$ cat src/rtl/spi_id_pkg.sv
package spi_id_pkg;

  typedef enum logic [1:0] {
    MODE_EXT     = 2'd0,
    MODE_DUAL    = 2'd1,
    MODE_QUAD    = 2'd2,
    MODE_EXT_ALT = 2'd3
  } bus_mode_e;

  typedef enum logic [1:0] {
    PH_CMD   = 2'd0,
    PH_REPLY = 2'd1,
    PH_HOLD  = 2'd2
  } phase_e;

  // true for both single-line encodings
  function automatic logic is_single(bus_mode_e m);
    return (m == MODE_EXT) || (m == MODE_EXT_ALT);
  endfunction

  // index of the last command clock in a transfer
  function automatic logic [2:0] cmd_last_clk(bus_mode_e m);
    case (m)
      MODE_DUAL: return 3'd3;
      MODE_QUAD: return 3'd1;
      default:   return 3'd7;
    endcase
  endfunction

  // lines driven by the reply
  function automatic logic [3:0] lane_mask(bus_mode_e m);
    case (m)
      MODE_DUAL: return 4'b0011;
      MODE_QUAD: return 4'b1111;
      default:   return 4'b0010;
    endcase
  endfunction

endpackage

$ cat src/rtl/spi_id_cmd_capture.sv
module spi_id_cmd_capture
  import spi_id_pkg::*;
(
  input  logic       clk,
  input  logic       rst,
  input  logic       clear,
  input  logic       shift_en,
  input  bus_mode_e  mode,
  input  logic [3:0] dq_in,
  output logic [7:0] cmd_word
);

  logic [7:0] shreg;
  logic [7:0] shnext;

  // append the current chunk below the bits already collected
  always_comb begin
    case (mode)
      MODE_DUAL: shnext = {shreg[5:0], dq_in[1:0]};
      MODE_QUAD: shnext = {shreg[3:0], dq_in[3:0]};
      default:   shnext = {shreg[6:0], dq_in[0]};
    endcase
  end

  always_ff @(posedge clk) begin
    if (rst || clear) begin
      shreg <= '0;
    end else if (shift_en) begin
      shreg <= shnext;
    end
  end

  // full code as it stands once the current chunk is included
  assign cmd_word = shnext;

endmodule

$ cat src/rtl/spi_id_reply_rom.sv
module spi_id_reply_rom #(
  parameter logic [7:0]             MFR_ID    = 8'h20,
  parameter logic [15:0]            DEV_ID    = 16'hBA20,
  parameter int                     UID_BYTES = 17,
  parameter logic [8*UID_BYTES-1:0] UID_VALUE = '0,
  localparam int                    MAX_BYTES = 3 + UID_BYTES,
  localparam int                    IDX_W     = $clog2(MAX_BYTES + 1)
) (
  input  logic [IDX_W-1:0] idx,
  output logic [7:0]       data
);

  logic [7:0] table_q [MAX_BYTES];

  for (genvar g = 0; g < MAX_BYTES; g++) begin : g_entry
    if (g == 0) begin : g_mfr
      assign table_q[g] = MFR_ID;
    end else if (g == 1) begin : g_dev_hi
      assign table_q[g] = DEV_ID[15:8];
    end else if (g == 2) begin : g_dev_lo
      assign table_q[g] = DEV_ID[7:0];
    end else begin : g_uid
      assign table_q[g] = UID_VALUE[8*(MAX_BYTES-g)-1 -: 8];
    end
  end

  always_comb begin
    if (idx < IDX_W'(MAX_BYTES)) begin
      data = table_q[idx];
    end else begin
      data = 8'h00;
    end
  end

endmodule

$ cat src/rtl/spi_id_lane_slicer.sv
module spi_id_lane_slicer
  import spi_id_pkg::*;
(
  input  bus_mode_e  mode,
  input  logic [7:0] byte_val,
  input  logic [2:0] sub,
  output logic [3:0] bits,
  output logic [3:0] mask
);

  logic [2:0] shamt;
  logic [7:0] shifted;

  always_comb begin
    case (mode)
      MODE_DUAL: shamt = {sub[1:0], 1'b0};
      MODE_QUAD: shamt = {sub[0], 2'b00};
      default:   shamt = sub;
    endcase
    shifted = byte_val << shamt;
    case (mode)
      MODE_DUAL: bits = {2'b00, shifted[7:6]};
      MODE_QUAD: bits = shifted[7:4];
      default:   bits = {2'b00, shifted[7], 1'b0};
    endcase
    mask = lane_mask(mode);
  end

endmodule

$ cat src/rtl/spi_id_responder.sv
module spi_id_responder
  import spi_id_pkg::*;
#(
  parameter logic [7:0]             MFR_ID     = 8'h20,
  parameter logic [15:0]            DEV_ID     = 16'hBA20,
  parameter int                     UID_BYTES  = 17,
  parameter logic [8*UID_BYTES-1:0] UID_VALUE  = 136'h5A_13_C7_E2_09_4B_8D_F1_36_72_AE_0C_D9_65_B8_21_4F,
  parameter logic [7:0]             CMD_ID     = 8'h9E,
  parameter logic [7:0]             CMD_MIO_ID = 8'hAF
) (
  input  logic       clk,
  input  logic       rst,
  input  logic       cs_n,
  input  logic [1:0] mode,
  input  logic [3:0] dq_in,
  output logic [3:0] dq_out,
  output logic [3:0] dq_oe
);

  localparam int MAX_BYTES = 3 + UID_BYTES;
  localparam int POS_W     = $clog2(MAX_BYTES * 8 + 1);
  localparam int IDX_W     = $clog2(MAX_BYTES + 1);
  localparam int TOT_EXT   = MAX_BYTES * 8;
  localparam int TOT_DUAL  = 3 * 4;
  localparam int TOT_QUAD  = 3 * 2;

  bus_mode_e        bmode;
  phase_e           state;
  logic [2:0]       cyc;
  logic [POS_W-1:0] pos;
  logic [POS_W-1:0] total;
  logic [IDX_W-1:0] bidx;
  logic [2:0]       sub;
  logic [7:0]       cur_byte;
  logic [7:0]       cmd_word;
  logic [3:0]       lane_bits;
  logic [3:0]       lane_msk;
  logic             last_cmd;
  logic             cmd_ok;

  assign bmode = bus_mode_e'(mode);

  spi_id_cmd_capture u_capture (
    .clk      (clk),
    .rst      (rst),
    .clear    (cs_n),
    .shift_en (state == PH_CMD),
    .mode     (bmode),
    .dq_in    (dq_in),
    .cmd_word (cmd_word)
  );

  // split the chunk position into byte index and chunk-within-byte
  always_comb begin
    case (bmode)
      MODE_DUAL: begin
        bidx  = IDX_W'(pos >> 2);
        sub   = {1'b0, pos[1:0]};
        total = POS_W'(TOT_DUAL);
      end
      MODE_QUAD: begin
        bidx  = IDX_W'(pos >> 1);
        sub   = {2'b00, pos[0]};
        total = POS_W'(TOT_QUAD);
      end
      default: begin
        bidx  = IDX_W'(pos >> 3);
        sub   = pos[2:0];
        total = POS_W'(TOT_EXT);
      end
    endcase
  end

  spi_id_reply_rom #(
    .MFR_ID    (MFR_ID),
    .DEV_ID    (DEV_ID),
    .UID_BYTES (UID_BYTES),
    .UID_VALUE (UID_VALUE)
  ) u_rom (
    .idx  (bidx),
    .data (cur_byte)
  );

  spi_id_lane_slicer u_slicer (
    .mode     (bmode),
    .byte_val (cur_byte),
    .sub      (sub),
    .bits     (lane_bits),
    .mask     (lane_msk)
  );

  assign last_cmd = (cyc == cmd_last_clk(bmode));
  assign cmd_ok   = is_single(bmode) ? (cmd_word == CMD_ID) : (cmd_word == CMD_MIO_ID);

  always_ff @(posedge clk) begin
    if (rst || cs_n) begin
      state  <= PH_CMD;
      cyc    <= '0;
      pos    <= '0;
      dq_out <= '0;
      dq_oe  <= '0;
    end else begin
      case (state)
        PH_CMD: begin
          cyc <= cyc + 3'd1;
          if (last_cmd) begin
            if (cmd_ok) begin
              state  <= PH_REPLY;
              dq_out <= lane_bits;
              dq_oe  <= lane_msk;
              pos    <= pos + POS_W'(1);
            end else begin
              state <= PH_HOLD;
            end
          end
        end
        PH_REPLY: begin
          if (pos == total) begin
            dq_out <= '0;
            dq_oe  <= '0;
            state  <= PH_HOLD;
          end else begin
            dq_out <= lane_bits;
            dq_oe  <= lane_msk;
            pos    <= pos + POS_W'(1);
          end
        end
        default: begin
          dq_out <= '0;
          dq_oe  <= '0;
        end
      endcase
    end
  end

endmodule

$ cat config.mk
export PLATFORM = sky130hd
export DESIGN_NAME = spi_id_responder
export DESIGN_NICKNAME = d
export VERILOG_FILES = /design/src/rtl/spi_id_pkg.sv /design/src/rtl/spi_id_cmd_capture.sv /design/src/rtl/spi_id_reply_rom.sv /design/src/rtl/spi_id_lane_slicer.sv /design/src/rtl/spi_id_responder.sv
export SDC_FILE = /design/constraint.sdc
export NUM_CORES = 1
export LEC_CHECK = 0
export BUFFER_PORTS_ARGS = -buffer_cell sky130_fd_sc_hd__buf_2
export CORE_UTILIZATION = 55
export DETAILED_ROUTE_END_ITERATION = 7
export HOLD_SLACK_MARGIN = 0.12
export MAX_ROUTING_LAYER = met4
export PLACE_DENSITY = 0.81
export SLEW_MARGIN = 20
export SYNTH_ARGS = -nofsm -noshare
export SYNTH_HDL_FRONTEND = slang
export SYNTH_SLANG_ARGS = --single-unit
$ cat constraint.sdc
create_clock -name clk -period 4.9 [get_ports clk]
set_clock_uncertainty 0.05 [all_clocks]
set_input_delay 0.98 -clock clk [delete_from_list [all_inputs] [get_ports clk]]
set_output_delay 0.98 -clock clk [all_outputs]
set_load 0.03 [all_outputs]
==> impl_metrics.json <==
{
  "dp_hpwl_um": 4290,
  "overflow": 0,
  "final_cells": 354,
  "drcViolationCount": 0,
  "cts_setup_buffers": 0,
  "synth_edf_count": 0,
  "ios": 17,
  "grt_max_degree": 25,
  "cp.arrival_ps": 4310,
  "cts.sinks": 27,
  "cap_viol_max_count": 0,
  "register_area_um2": 541,
  "chipHeight_um": 66.5,
  "worstHoldStart": "dq_out[3]",
  "rsz0062_at_grt": "false",
  "power_density_nw_per_um2": 219,
  "start_util_pct": 57.2,
  "vias": 2327,
  "critical_path_class": "in -> reg",
  "cellInternalPower_uw": 341,
  "dieArea_um2": 4420,
  "postRouteAntennaNets": 0,
  "clk_latency_ps": 290,
  "grt_pass1_vias": 2024,
  "dr_wl_met2_um": 2680,
  "cp-end-kind": "flip-flop",
  "worstPathRequired_ps": 5050,
  "n_antenna_cell": 0,
  "wl_met1_um": 2770,
  "drive_gt1_share_pct": 12.2,
  "fp-row-count": 23,
  "portBuffers": 16,
  "holdBufCountCts": 0,
  "ys.warnings.count": 0,
  "synth_seq_cells": 27,
  "run_status": "finished clean",
  "reg2reg_to": "dq_out[1]",
  "rrSetupSlack_ps": 1420,
  "layout.nets": 327,
  "switching_power_uw": 185,
  "power.share.sequential_pct": 43.0,
  "grt_pass1_wl_um": 9560,
  "drt-initial-drc-count": 231,
  "combPwrFrac_pct": 30.5,
  "root_buffer": "clkbuf_8",
  "top_layer_used": "met4",
  "drtPass1Iterations": 5,
  "timing.hold.ws_ps": 411,
  "cts_tree": "done",
  "dr_wl_met3_um": 249,
  "viasPerCell": 6.57,
  "fin_crit_sh_pct": 84.9,
  "ys_seq_area_share_pct": 23.6,
  "clockBufferDepth": 2,
  "r2r_cells": 11,
  "synthArstFlopShare_pct": 0,
  "total_leakage_power_uw": 0.000872,
  "maxSlewViolCount": 0,
  "hold_depth": 2,
  "clk_pin_slew_ps": 100,
  "hold_violations": 0,
  "multiInputGateArea_um2": 1610,
  "cp_max_fo": 20,
  "pwr-share-clk_pct": 26.5,
  "postSynthCellCount": 300,
  "yosysUniqueCellTypes": 62,
  "cts_buffers": 3,
  "cts_max_level": 1,
  "maxSlewHeadroom_pct": 56.3,
  "post_cts_resized": 0,
  "dieWidth_um": 66.5,
  "wl_per_cell_um": 16.4,
  "worst_pin_slew_ps": 652,
  "core_um2": 4000,
  "antenna_found_initial": 0,
  "fmax_mhz": 240,
  "swShare_pct": 35.2,
  "setup_viol_count_final": 0,
  "grt_usage_pct": 28.6,
  "place.gp.congestion": 0.956,
  "irDropWorstVdd_mv": 0.176,
  "critPathLaunchType": "input pin",
  "synthFlopType": "dfxtp_1",
  "fin_tns_setup_ps": 0,
  "synth_nets": 322,
  "place_inst": 350,
  "hold_path_end": "dq_out[3]",
  "period_needed_ps": 4160,
  "fill_cells": 378,
  "rr_startpoint": "pos[1]",
  "hold_path_class": "reg -> reg",
  "avgSynthCellArea_um2": 7.63,
  "wl_um": 5790,
  "syn-cell-area_um2": 2290,
  "area_growth_pct": 5.03
}
critical path, cell delays in order:
cell and delay (ps):
buf_2 100, inv_1 40, ha_1 200, buf_4 210
a22o_1 220, o21ai_1 380, inv_1 230, ha_1 300
mux2_2 280, o22ai_1 130, o211a_1 170, nor3_1 70
nor3_1 200, o31ai_1 110, or3_1 400, a221oi_2 280
cells in the mapped netlist, drive strengths merged (2+ instances only):
library cell | number | area share, %
clkbuf | 8 | 1.3
and4 | 2 | 0.77
or2 | 2 | 0.55
a32o | 3 | 1.3
nor4 | 4 | 1.1
ha | 13 | 7.1
o21ai | 16 | 3.7
xor2 | 7 | 2.7
nand2 | 41 | 6.7
and3 | 3 | 0.82
nand4b | 2 | 0.77
o22ai | 3 | 0.82
nand2b | 4 | 1.1
a221o | 5 | 2.2
nand3 | 6 | 1.3
nor2 | 23 | 3.9
a22oi | 5 | 1.6
a31oi | 2 | 0.55
inv | 8 | 1.3
xnor2 | 5 | 1.9
o21a | 2 | 0.66
and2 | 5 | 1.5
a221oi | 6 | 3.4
a2111oi | 3 | 1.7
nor2b | 2 | 0.55
a211o | 2 | 0.77
dfxtp | 27 | 24
a211oi | 9 | 3.0
o211ai | 2 | 0.66
nor3 | 14 | 3.1
o31ai | 3 | 0.98
a21oi | 20 | 4.4
buf | 12 | 3.4
or3 | 5 | 1.4
nand4 | 8 | 2.2
layout make-up:
type                            count  share of cell area, %
Multi-Input combinational cell    245                   67.0
Sequential cell                    27                   22.5
Timing Repair Buffer               20                   4.58
Tap cell                           50                   2.60
Clock buffer                        3                   1.72
Inverter                            8                   1.25
Clock inverter                      1                  0.364
how the worst max path moves through the flow:
stage | startpoint | end | slack [ps] | depth (start not counted)
after floorplan | mode[0] | dq_out[1] | 930 | 15
after global placement | mode[0] | dq_out[1] | 480 | 16
after detailed placement | mode[0] | dq_out[1] | 470 | 16
final | mode[0] | dq_out[1] | 740 | 16
after global routing | mode[0] | dq_out[1] | 420 | 16
after CTS | mode[0] | dq_out[1] | 750 | 16
logic make-up after synthesis:
group                    Yosys count  synth area share [%]
AO/OA/AOI/OAI                     95                  31.5
XOR/XNOR                          12                  4.59
adder cells (fa/ha/maj)           13                  7.10
buffers and inverters             28                  6.01
flip-flops                        27                  23.6
multiplexers                       1                 0.492
AND/OR/NAND/NOR                  124                  26.7
through the flow:
stage | total power [µW] | area [µm²] | utilization (%) | setup slack [ps]
floorplan | 356 | 2290 | - | 928
global route | 551 | 2400 | 60.1 | 425
CTS | 523 | 2400 | 60.1 | 753
global placement | 387 | 2350 | 58.9 | 482
detailed placement | 387 | 2350 | 58.9 | 471
finish | 526 | 2400 | 60.1 | 739
registers in the layout, summed over array words and instances, names as in the netlist:
signal	flops
u_capture.shreg	7
cyc	3
pos	8
dq_out	4
dq_oe	3
state	2
power by group through the flow:
| stage | clock, µW | sequential (µW) | combinational [µW] |
|---|---|---|---|
| 2_1_floorplan | 0 | 230 | 126 |
| 3_3_place_gp | 0 | 231 | 156 |
| 3_5_place_dp | 0 | 231 | 156 |
| 4_1_cts | 140 | 226 | 158 |
| 5_1_grt | 147 | 226 | 178 |
| 6_report | 139 | 226 | 161 |
cell usage in the layout (no fill, tap or decap), drive strengths merged, types with 3 or more instances in the layout:
cell type	synthesis	routed
a2111oi	3	3
a211oi	9	9
a21oi	20	20
a221o	5	5
a221oi	6	6
a22oi	5	5
a32o	3	3
and2	5	5
and3	3	3
buf	12	20
clkbuf	8	3
dfxtp	27	27
ha	13	13
inv	8	9
nand2	41	41
nand2b	4	4
nand3	6	6
nand4	8	8
nor2	23	23
nor3	14	14
nor4	4	4
o21ai	16	16
o22ai	3	3
o31ai	3	3
or3	5	5
xnor2	5	5
xor2	7	7
layer usage:
metal,vias up,global-route usage (%)
met4,0,8.51
met1,1095,39.8
met2,81,43.9
met3,12,2.57
met5,-,-
li1,1139,-
No activity file was read; power rests on OpenSTA's default activity.
